## src/rtl/pwrup_pkg.sv

```systemverilog
package pwrup_pkg;

  typedef enum logic [1:0] {
    CMD_NOP,
    CMD_MODE,
    CMD_PREALL,
    CMD_REFRESH
  } ddr_cmd_e;

  typedef enum logic [3:0] {
    ST_HOLD,
    ST_CKE,
    ST_EMODE,
    ST_EMODE_GAP,
    ST_DLLRST,
    ST_DLL_WAIT,
    ST_PREALL,
    ST_PRE_WAIT,
    ST_REFRESH,
    ST_REF_WAIT,
    ST_MODE_FIN,
    ST_FIN_WAIT,
    ST_READY
  } seq_state_e;

  typedef struct packed {
    logic cs_n;
    logic ras_n;
    logic cas_n;
    logic we_n;
  } cmd_pins_t;

endpackage

```

## src/rtl/pwrup_rst_sync.sv

```systemverilog
module pwrup_rst_sync #(
  parameter int STAGES = 2
) (
  input  logic clk,
  input  logic rst_n_in,
  output logic rst_n_out
);
  localparam int N = (STAGES < 2) ? 2 : STAGES;

  logic [N-1:0] sync_q;

  always_ff @(posedge clk or negedge rst_n_in) begin
    if (!rst_n_in) sync_q <= '0;
    else           sync_q <= {sync_q[N-2:0], 1'b1};
  end

  assign rst_n_out = sync_q[N-1];
endmodule

```

## src/rtl/pwrup_timer.sv

```systemverilog
module pwrup_timer #(
  parameter int          W       = 8,
  parameter int unsigned RST_VAL = 0
) (
  input  logic         clk,
  input  logic         rst_n,
  input  logic         load,
  input  logic [W-1:0] load_val,
  output logic         zero
);
  logic [W-1:0] cnt_q, cnt_d;

  always_comb begin
    cnt_d = cnt_q;
    if (load)              cnt_d = load_val;
    else if (cnt_q != '0)  cnt_d = cnt_q - 1'b1;
  end

  always_ff @(posedge clk or negedge rst_n) begin
    if (!rst_n) cnt_q <= W'(RST_VAL);
    else        cnt_q <= cnt_d;
  end

  assign zero = (cnt_q == '0);


  timer_count_down_chk: assert property (@(posedge clk) disable iff (!rst_n)
    (!load && cnt_q != '0) |=> (cnt_q != '1));
endmodule

```

## src/rtl/pwrup_cmd_enc.sv

```systemverilog
module pwrup_cmd_enc
  import pwrup_pkg::*;
(
  input  ddr_cmd_e  cmd,
  output cmd_pins_t pins
);
  always_comb begin
    unique case (cmd)
      CMD_MODE:    pins = '{cs_n: 1'b0, ras_n: 1'b0, cas_n: 1'b0, we_n: 1'b0};
      CMD_PREALL:  pins = '{cs_n: 1'b0, ras_n: 1'b0, cas_n: 1'b1, we_n: 1'b0};
      CMD_REFRESH: pins = '{cs_n: 1'b0, ras_n: 1'b0, cas_n: 1'b0, we_n: 1'b1};
      default:     pins = '{cs_n: 1'b0, ras_n: 1'b1, cas_n: 1'b1, we_n: 1'b1};
    endcase
  end
endmodule

```

## src/rtl/pwrup_mode_word.sv

```systemverilog
module pwrup_mode_word #(
  parameter int AW = 12
) (
  input  logic [1:0]    burst_sel,
  input  logic          interleave,
  input  logic          cl4,
  input  logic          dll_reset,
  output logic [AW-1:0] word
);
  logic [2:0] bl_code;

  always_comb begin
    unique case (burst_sel)
      2'd0:    bl_code = 3'b001;
      2'd1:    bl_code = 3'b010;
      default: bl_code = 3'b011;
    endcase
  end

  always_comb begin
    word      = '0;
    word[2:0] = bl_code;
    word[3]   = interleave;
    word[6:4] = cl4 ? 3'b100 : 3'b011;
    word[8]   = dll_reset;
  end
endmodule

```

## src/rtl/pwrup_seq.sv

```systemverilog
module pwrup_seq
  import pwrup_pkg::*;
#(
  parameter int ADDR_W     = 12,
  parameter int BANK_W     = 2,
  parameter int POWER_WAIT = 20000,
  parameter int CKE_LEAD   = 4,
  parameter int MODE_GAP   = 2,
  parameter int DLL_LOCK   = 200,
  parameter int PRE_GAP    = 4,
  parameter int REF_GAP    = 14,
  parameter int REF_COUNT  = 2,
  parameter int RST_STAGES = 2
) (
  input  logic              clk,
  input  logic              rst_n,
  input  logic [1:0]        cfg_burst,
  input  logic              cfg_interleave,
  input  logic              cfg_cl4,
  output logic              ddr_cke,
  output logic              ddr_cs_n,
  output logic              ddr_ras_n,
  output logic              ddr_cas_n,
  output logic              ddr_we_n,
  output logic [BANK_W-1:0] ddr_ba,
  output logic [ADDR_W-1:0] ddr_addr,
  output logic              init_done
);
  // waits clamped to the minimum the counter scheme supports
  localparam int P_HOLD = (POWER_WAIT < 2) ? 2 : POWER_WAIT;
  localparam int P_LEAD = (CKE_LEAD   < 1) ? 1 : CKE_LEAD;
  localparam int G_MODE = (MODE_GAP   < 2) ? 2 : MODE_GAP;
  localparam int G_DLL  = (DLL_LOCK   < 2) ? 2 : DLL_LOCK;
  localparam int G_PRE  = (PRE_GAP    < 2) ? 2 : PRE_GAP;
  localparam int G_REF  = (REF_GAP    < 2) ? 2 : REF_GAP;
  localparam int N_REF  = (REF_COUNT  < 1) ? 1 : REF_COUNT;

  localparam int MAX_A  = (P_HOLD > G_DLL) ? P_HOLD : G_DLL;
  localparam int MAX_B  = (G_REF > P_LEAD) ? G_REF : P_LEAD;
  localparam int MAX_W  = (MAX_A > MAX_B) ? MAX_A : MAX_B;
  localparam int CNT_W  = $clog2(MAX_W + 1);
  localparam int REF_W  = $clog2(N_REF + 1);
  localparam int GAP_W  = $clog2(G_MODE + 1) + 1;

  logic rst_int_n;

  pwrup_rst_sync #(.STAGES(RST_STAGES)) u_rst_sync (
    .clk       (clk),
    .rst_n_in  (rst_n),
    .rst_n_out (rst_int_n)
  );

  seq_state_e        state_q, state_d;
  logic              tmr_load, tmr_zero;
  logic [CNT_W-1:0]  tmr_val;
  logic [REF_W-1:0]  ref_left_q, ref_left_d;
  logic              ref_load, ref_dec;

  pwrup_timer #(.W(CNT_W), .RST_VAL(P_HOLD - 1)) u_timer (
    .clk      (clk),
    .rst_n    (rst_int_n),
    .load     (tmr_load),
    .load_val (tmr_val),
    .zero     (tmr_zero)
  );

  // next-state logic
  always_comb begin
    state_d  = state_q;
    tmr_load = 1'b0;
    tmr_val  = '0;
    ref_load = 1'b0;
    ref_dec  = 1'b0;
    unique case (state_q)
      ST_HOLD: if (tmr_zero) begin
        state_d = ST_CKE; tmr_load = 1'b1; tmr_val = CNT_W'(P_LEAD - 1);
      end
      ST_CKE: if (tmr_zero) state_d = ST_EMODE;
      ST_EMODE: begin
        state_d = ST_EMODE_GAP; tmr_load = 1'b1; tmr_val = CNT_W'(G_MODE - 2);
      end
      ST_EMODE_GAP: if (tmr_zero) state_d = ST_DLLRST;
      ST_DLLRST: begin
        state_d = ST_DLL_WAIT; tmr_load = 1'b1; tmr_val = CNT_W'(G_DLL - 2);
      end
      ST_DLL_WAIT: if (tmr_zero) state_d = ST_PREALL;
      ST_PREALL: begin
        state_d = ST_PRE_WAIT; tmr_load = 1'b1; tmr_val = CNT_W'(G_PRE - 2);
        ref_load = 1'b1;
      end
      ST_PRE_WAIT: if (tmr_zero) state_d = ST_REFRESH;
      ST_REFRESH: begin
        state_d = ST_REF_WAIT; tmr_load = 1'b1; tmr_val = CNT_W'(G_REF - 2);
        ref_dec = 1'b1;
      end
      ST_REF_WAIT: if (tmr_zero) state_d = (ref_left_q == '0) ? ST_MODE_FIN : ST_REFRESH;
      ST_MODE_FIN: begin
        state_d = ST_FIN_WAIT; tmr_load = 1'b1; tmr_val = CNT_W'(G_MODE - 2);
      end
      ST_FIN_WAIT: if (tmr_zero) state_d = ST_READY;
      ST_READY: state_d = ST_READY;
      default:  state_d = ST_HOLD;
    endcase
  end

  always_comb begin
    ref_left_d = ref_left_q;
    if (ref_load)     ref_left_d = REF_W'(N_REF);
    else if (ref_dec) ref_left_d = ref_left_q - 1'b1;
  end

  // output values for the state being entered
  ddr_cmd_e          cmd_d;
  cmd_pins_t         pins_d, pins_q;
  logic [BANK_W-1:0] ba_d;
  logic [ADDR_W-1:0] addr_d, mode_word;
  logic              cke_d, done_d;

  pwrup_mode_word #(.AW(ADDR_W)) u_mode_word (
    .burst_sel  (cfg_burst),
    .interleave (cfg_interleave),
    .cl4        (cfg_cl4),
    .dll_reset  (state_d == ST_DLLRST),
    .word       (mode_word)
  );

  pwrup_cmd_enc u_cmd_enc (
    .cmd  (cmd_d),
    .pins (pins_d)
  );

  always_comb begin
    cmd_d  = CMD_NOP;
    ba_d   = '0;
    addr_d = '0;
    cke_d  = (state_d != ST_HOLD);
    done_d = (state_d == ST_READY);
    unique case (state_d)
      ST_EMODE: begin
        cmd_d = CMD_MODE; ba_d = BANK_W'(1);
      end
      ST_DLLRST, ST_MODE_FIN: begin
        cmd_d = CMD_MODE; addr_d = mode_word;
      end
      ST_PREALL: begin
        cmd_d = CMD_PREALL; addr_d[10] = 1'b1;
      end
      ST_REFRESH: cmd_d = CMD_REFRESH;
      default: ;
    endcase
  end

  // registers
  always_ff @(posedge clk or negedge rst_int_n) begin
    if (!rst_int_n) begin
      state_q    <= ST_HOLD;
      ref_left_q <= '0;
      pins_q     <= '{cs_n: 1'b0, ras_n: 1'b1, cas_n: 1'b1, we_n: 1'b1};
      ddr_ba     <= '0;
      ddr_addr   <= '0;
      ddr_cke    <= 1'b0;
      init_done  <= 1'b0;
    end else begin
      state_q    <= state_d;
      ref_left_q <= ref_left_d;
      pins_q     <= pins_d;
      ddr_ba     <= ba_d;
      ddr_addr   <= addr_d;
      ddr_cke    <= cke_d;
      init_done  <= done_d;
    end
  end

  assign ddr_cs_n  = pins_q.cs_n;
  assign ddr_ras_n = pins_q.ras_n;
  assign ddr_cas_n = pins_q.cas_n;
  assign ddr_we_n  = pins_q.we_n;

  // checking logic: cycles since the last mode-register write
  logic             pin_nop, pin_mode, pin_pre;
  logic [GAP_W-1:0] since_mode_q;

  assign pin_nop  = !ddr_cs_n && ddr_ras_n && ddr_cas_n && ddr_we_n;
  assign pin_mode = !ddr_cs_n && !ddr_ras_n && !ddr_cas_n && !ddr_we_n;
  assign pin_pre  = !ddr_cs_n && !ddr_ras_n && ddr_cas_n && !ddr_we_n;

  always_ff @(posedge clk or negedge rst_int_n) begin
    if (!rst_int_n)              since_mode_q <= '1;
    else if (pin_mode)           since_mode_q <= GAP_W'(1);
    else if (since_mode_q != '1) since_mode_q <= since_mode_q + 1'b1;
  end


  cke_monotonic_chk: assert property (@(posedge clk) disable iff (!rst_int_n)
    ddr_cke |=> ddr_cke);


  nop_while_cke_low_chk: assert property (@(posedge clk) disable iff (!rst_int_n)
    !ddr_cke |-> pin_nop);


  preall_a10_chk: assert property (@(posedge clk) disable iff (!rst_int_n)
    pin_pre |-> ddr_addr[10]);


  mode_cl_legal_chk: assert property (@(posedge clk) disable iff (!rst_int_n)
    (pin_mode && ddr_ba == '0) |-> (ddr_addr[6:4] == 3'b011 || ddr_addr[6:4] == 3'b100));


  mode_spacing_chk: assert property (@(posedge clk) disable iff (!rst_int_n)
    pin_mode |-> (since_mode_q >= GAP_W'(G_MODE)));


  done_sticky_chk: assert property (@(posedge clk) disable iff (!rst_int_n)
    init_done |=> init_done);


  done_quiet_chk: assert property (@(posedge clk) disable iff (!rst_int_n)
    init_done |-> (pin_nop && ddr_cke && ddr_addr == '0));
endmodule

```

## config.mk

```make
export PLATFORM = sky130hd
export DESIGN_NAME = pwrup_seq
export DESIGN_NICKNAME = d
export VERILOG_FILES = /design/src/rtl/pwrup_pkg.sv /design/src/rtl/pwrup_rst_sync.sv /design/src/rtl/pwrup_timer.sv /design/src/rtl/pwrup_cmd_enc.sv /design/src/rtl/pwrup_mode_word.sv /design/src/rtl/pwrup_seq.sv
export SDC_FILE = /design/constraint.sdc
export NUM_CORES = 1
export LEC_CHECK = 0
export CORE_ASPECT_RATIO = 1.2
export CORE_MARGIN = 8
export CORE_UTILIZATION = 45
export CTS_CLUSTER_SIZE = 20
export DETAILED_ROUTE_END_ITERATION = 8
export PLACE_DENSITY = 0.77
export SYNTH_ARGS = -nofsm -noshare
export SYNTH_HDL_FRONTEND = slang
export SYNTH_SLANG_ARGS = --single-unit
```

## constraint.sdc

```tcl
create_clock -name clk -period 2.19 [get_ports clk]
set_clock_uncertainty 0.2 [all_clocks]
set_input_delay 0.438 -clock clk [delete_from_list [all_inputs] [get_ports clk]]
set_output_delay 0.438 -clock clk [all_outputs]
set_load 0.1 [all_outputs]
```

==> flow_metrics.env <==
export IMPL_critical_path_class="register to register"
export IMPL_drt_initial_drc_count=99
export IMPL_antenna_found_initial=0
export IMPL_grt_first_pass_wirelength_mm=6.762
export IMPL_synthMuxAreaShare_pct=0.5270
export IMPL_n_antenna_cell=0
export IMPL_dpl_cell_area_mm2=0.002307
export IMPL_crit_arrival_ns=2.27
export IMPL_fin_area_mm2=0.002489
export IMPL_cts_sinks=36
export IMPL_synth_top_area_share_pct=31.62
export IMPL_ys_flop_type="dfrtp_1"
export IMPL_r2r_end="ddr_we_n"
export IMPL_drive_gt1_share_pct=34.54
export IMPL_fin_crit_sh_pct=102.1
export IMPL_synth_compound_area_share_pct=12.45
export IMPL_synth_cell_area_mm2=0.001899
export IMPL_initial_core_util_pct=45.61
export IMPL_status="finished with violations"
export IMPL_grt_start_max_net_pins=35
export IMPL_cp_start_kind="register"
export IMPL_synth_seq_cells=36
export IMPL_ir_drop_mv=0.3355
export IMPL_via_count=1544
export IMPL_synthCells=197
export IMPL_cts_buffers_inserted=5
export IMPL_finalWeightedCongestion=0.7747
export IMPL_first_global_vias=1494
export IMPL_hold_violations=0
export IMPL_synth_avg_cell_area_um2=9.641
export IMPL_crit_path_end="ddr_we_n"
export IMPL_gr_usage_all_layers_pct=13.40
export IMPL_synth_cell_type_count=47
export IMPL_timing_final_ws_setup_ns=-0.04613
export IMPL_powerDensity_mw_per_mm2=526.2
export IMPL_cts_root_buffer="clkbuf_8"
export IMPL_io_buffers=19
export IMPL_synth_xor_area_share_pct=4.150
export IMPL_reg2reg_depth=9
export IMPL_grt_overflow=0
export IMPL_synthToLayoutAreaGrowth_pct=31.03
export IMPL_die_w_um=75.31
export IMPL_rr_startpoint="u_timer.cnt_q[1]"
export IMPL_die_height_um=87.17
export IMPL_cts_tree="done"
export IMPL_synth_fa_ha_area_share_pct=1.976
export IMPL_fmax_mhz=447.2
export IMPL_clk_latency_ns=0.29
export IMPL_place_inst=288
export IMPL_synthSimpleGateAreaFrac_pct=25.10
export IMPL_clockBufferDepth=2
export IMPL_fin_cells=305
export IMPL_rsz0062_at_grt="yes"
export IMPL_drtPass1Iterations=4
export IMPL_wl_mm=4.022
export IMPL_critPathMaxFanout=5
export IMPL_setup_viol=1
export IMPL_hold_buffers=0
export IMPL_ant_nets=0
export IMPL_clk_pin_slew_ns=0.07
export IMPL_cp_end_kind="register"
export IMPL_synth_edf_count=0
export IMPL_period_needed_ns=2.236
export IMPL_ff2ff_setup_slack_ns=-0.05
export IMPL_synth_area_leaders="dfrtp_1 32%, dfstp_2 17%, nor2_1 6.7%"
export IMPL_fin_util_pct=59.77
export IMPL_dpl_hpwl_mm=2.821
export IMPL_nets=257
export IMPL_ys_seq_area_share_pct=48.22
export IMPL_hp_class="register to asynchronous set/reset pin"
export IMPL_wl_per_cell_um=13.19
export IMPL_synth_top_family_by_area="simple AND/OR/NAND/NOR gates"
export IMPL_yosys_warnings=0
export IMPL_drc=0
export IMPL_core_area_mm2=0.004164
export IMPL_crit_path_start="u_timer.cnt_q[1]"
export IMPL_synth_largest_area_cell="dfrtp_1"
export IMPL_placementRows=26
export IMPL_violations="setup timing"
export IMPL_die_area_mm2=0.006564
export IMPL_leakage_uw=0.001119
export IMPL_cp_required_ns=2.22
export IMPL_viasPerCell=5.062
export IMPL_cap_violations=0
export IMPL_h_tree_depth=2
export IMPL_ios=26
export IMPL_whs_ns=0.07015
export IMPL_async_flop_share_pct=100.0
export IMPL_maxSlewViolCount=0
-- kinds of logic (layout without fill, tap and decap cells) --
family / Yosys count / after routing
multiplexers: 1 / 1
flip-flops: 36 / 36
buffers and inverters: 28 / 75
AND/OR/NAND/NOR: 85 / 85
adder cells (fa/ha/maj): 3 / 3
other: 2 / 7
AO/OA/AOI/OAI: 33 / 33
XOR/XNOR: 9 / 9
-- worst max-delay path: stages, from the launching register on --
cell and delay, ns:
dfstp_2 0.37, inv_2 0.06, ha_4 0.13, nor3b_4 0.27, and2_4 0.21, a41oi_2 0.08
or3_4 0.39, a41oi_2 0.17, ha_1 0.25, inv_1 0.05
-- layout by cell type (no fill, tap or decap), types with 2 or more instances in the layout --
| cell | n |
|---|---|
| o21ai_0 | 8 |
| o22a_1 | 2 |
| conb_1 | 7 |
| clkdlybuf4s50_1 | 5 |
| nor2b_1 | 4 |
| nor4_4 | 2 |
| nand4b_1 | 2 |
| nor2_1 | 34 |
| a41oi_2 | 2 |
| nand3_1 | 6 |
| a21oi_1 | 8 |
| or3_4 | 2 |
| nand2b_1 | 2 |
| o21ai_1 | 2 |
| buf_12 | 3 |
| nand4_1 | 4 |
| clkbuf_8 | 5 |
| inv_2 | 2 |
| dfstp_2 | 12 |
| ha_1 | 2 |
| dfrtp_1 | 24 |
| nor3_1 | 6 |
| nand2_1 | 12 |
| inv_1 | 11 |
| xor2_1 | 8 |
| buf_4 | 44 |
| nor4_1 | 2 |
-- final cells by class --
class / count / area, µm²
inverter: 13 / 48.80
fill: 365 / 1675
multi-input combinational: 138 / 889.6
tap: 56 / 70.07
sequential: 36 / 915.9
clock inverter: 2 / 35.03
timing repair buffer: 54 / 456.7
clock buffer: 6 / 72.57
-- per-layer routing --
| layer | GRT usage, % | wire length (µm) | share of wire, % |
|---|---|---|---|
| met2 | 23.13 | 2069 | 51 |
| met3 | 2.765 | 183 | 4.5 |
| met4 | 5.954 | 57 | 1.4 |
| met1 | 15.17 | 1710 | 43 |
| met5 | 0 | 0 | 0 |
-- registers in the layout (all words and copies together) (netlist names), 2 cells and up --
register / flops
ddr_addr: 7
state_q: 4
u_timer.cnt_q: 15
u_rst_sync.sync_q: 2
ref_left_q: 2
-- through the flow --
stage / TNS [ns] / power [µW] / worst slack [ns]
after floorplan: 0 / 743.0 / 0.005964
after CTS: -0.05224 / 1324 / -0.05224
after global placement: -0.04136 / 749.6 / -0.04136
after global routing: -0.2538 / 1353 / -0.1744
final: -0.04613 / 1309 / -0.04613
after detailed placement: -0.2036 / 749.8 / -0.1645
-- cell usage after synthesis, types with 2 or more instances --
library cell  count
a41oi_2           2
nor2_1           34
xor2_1            8
nor4_4            2
a21oi_1           8
nor2b_1           4
ha_1              3
or3_4             2
nand3_1           7
buf_4             7
nand4_1           4
o21ai_0           9
dfrtp_1          24
conb_1            2
buf_2             4
inv_1            13
dfstp_2          12
nor4_1            2
nand4b_1          2
clkbuf_1          3
nor3_1            6
nand2_1          12
o22a_1            2
nand2b_1          2
-- how the worst min path moves through the flow --
stage	startpoint	endpoint	slack, ns	depth (start not counted)
floorplan	rst_n	u_rst_sync.sync_q[0]	-0.06	0
global placement	u_rst_sync.sync_q[1]	ddr_addr[10]	0.08	1
detailed placement	u_rst_sync.sync_q[1]	init_done	0.08	1
CTS	u_rst_sync.sync_q[1]	ref_left_q[0]	0.09	1
global route	rst_n	u_rst_sync.sync_q[0]	0.11	1
finish	u_rst_sync.sync_q[1]	ref_left_q[0]	0.07	1
-- where the power goes --
part / leakage (µW) / internal (µW) / switching [µW]
clock: 0.0000552 / 338 / 234
combinational: 0.000629 / 9.64 / 59.8
sequential: 0.000436 / 668 / 0.447
-- repair_timing --
action,in CTS,in global routing
gates resized for setup,2,1
pin swaps,3,2
gates cloned,0,1
endpoints found under the hold margin,0,0
setup endpoints to repair,2,2
buffers inserted,3,5
Power figures use the tool's default switching activity.
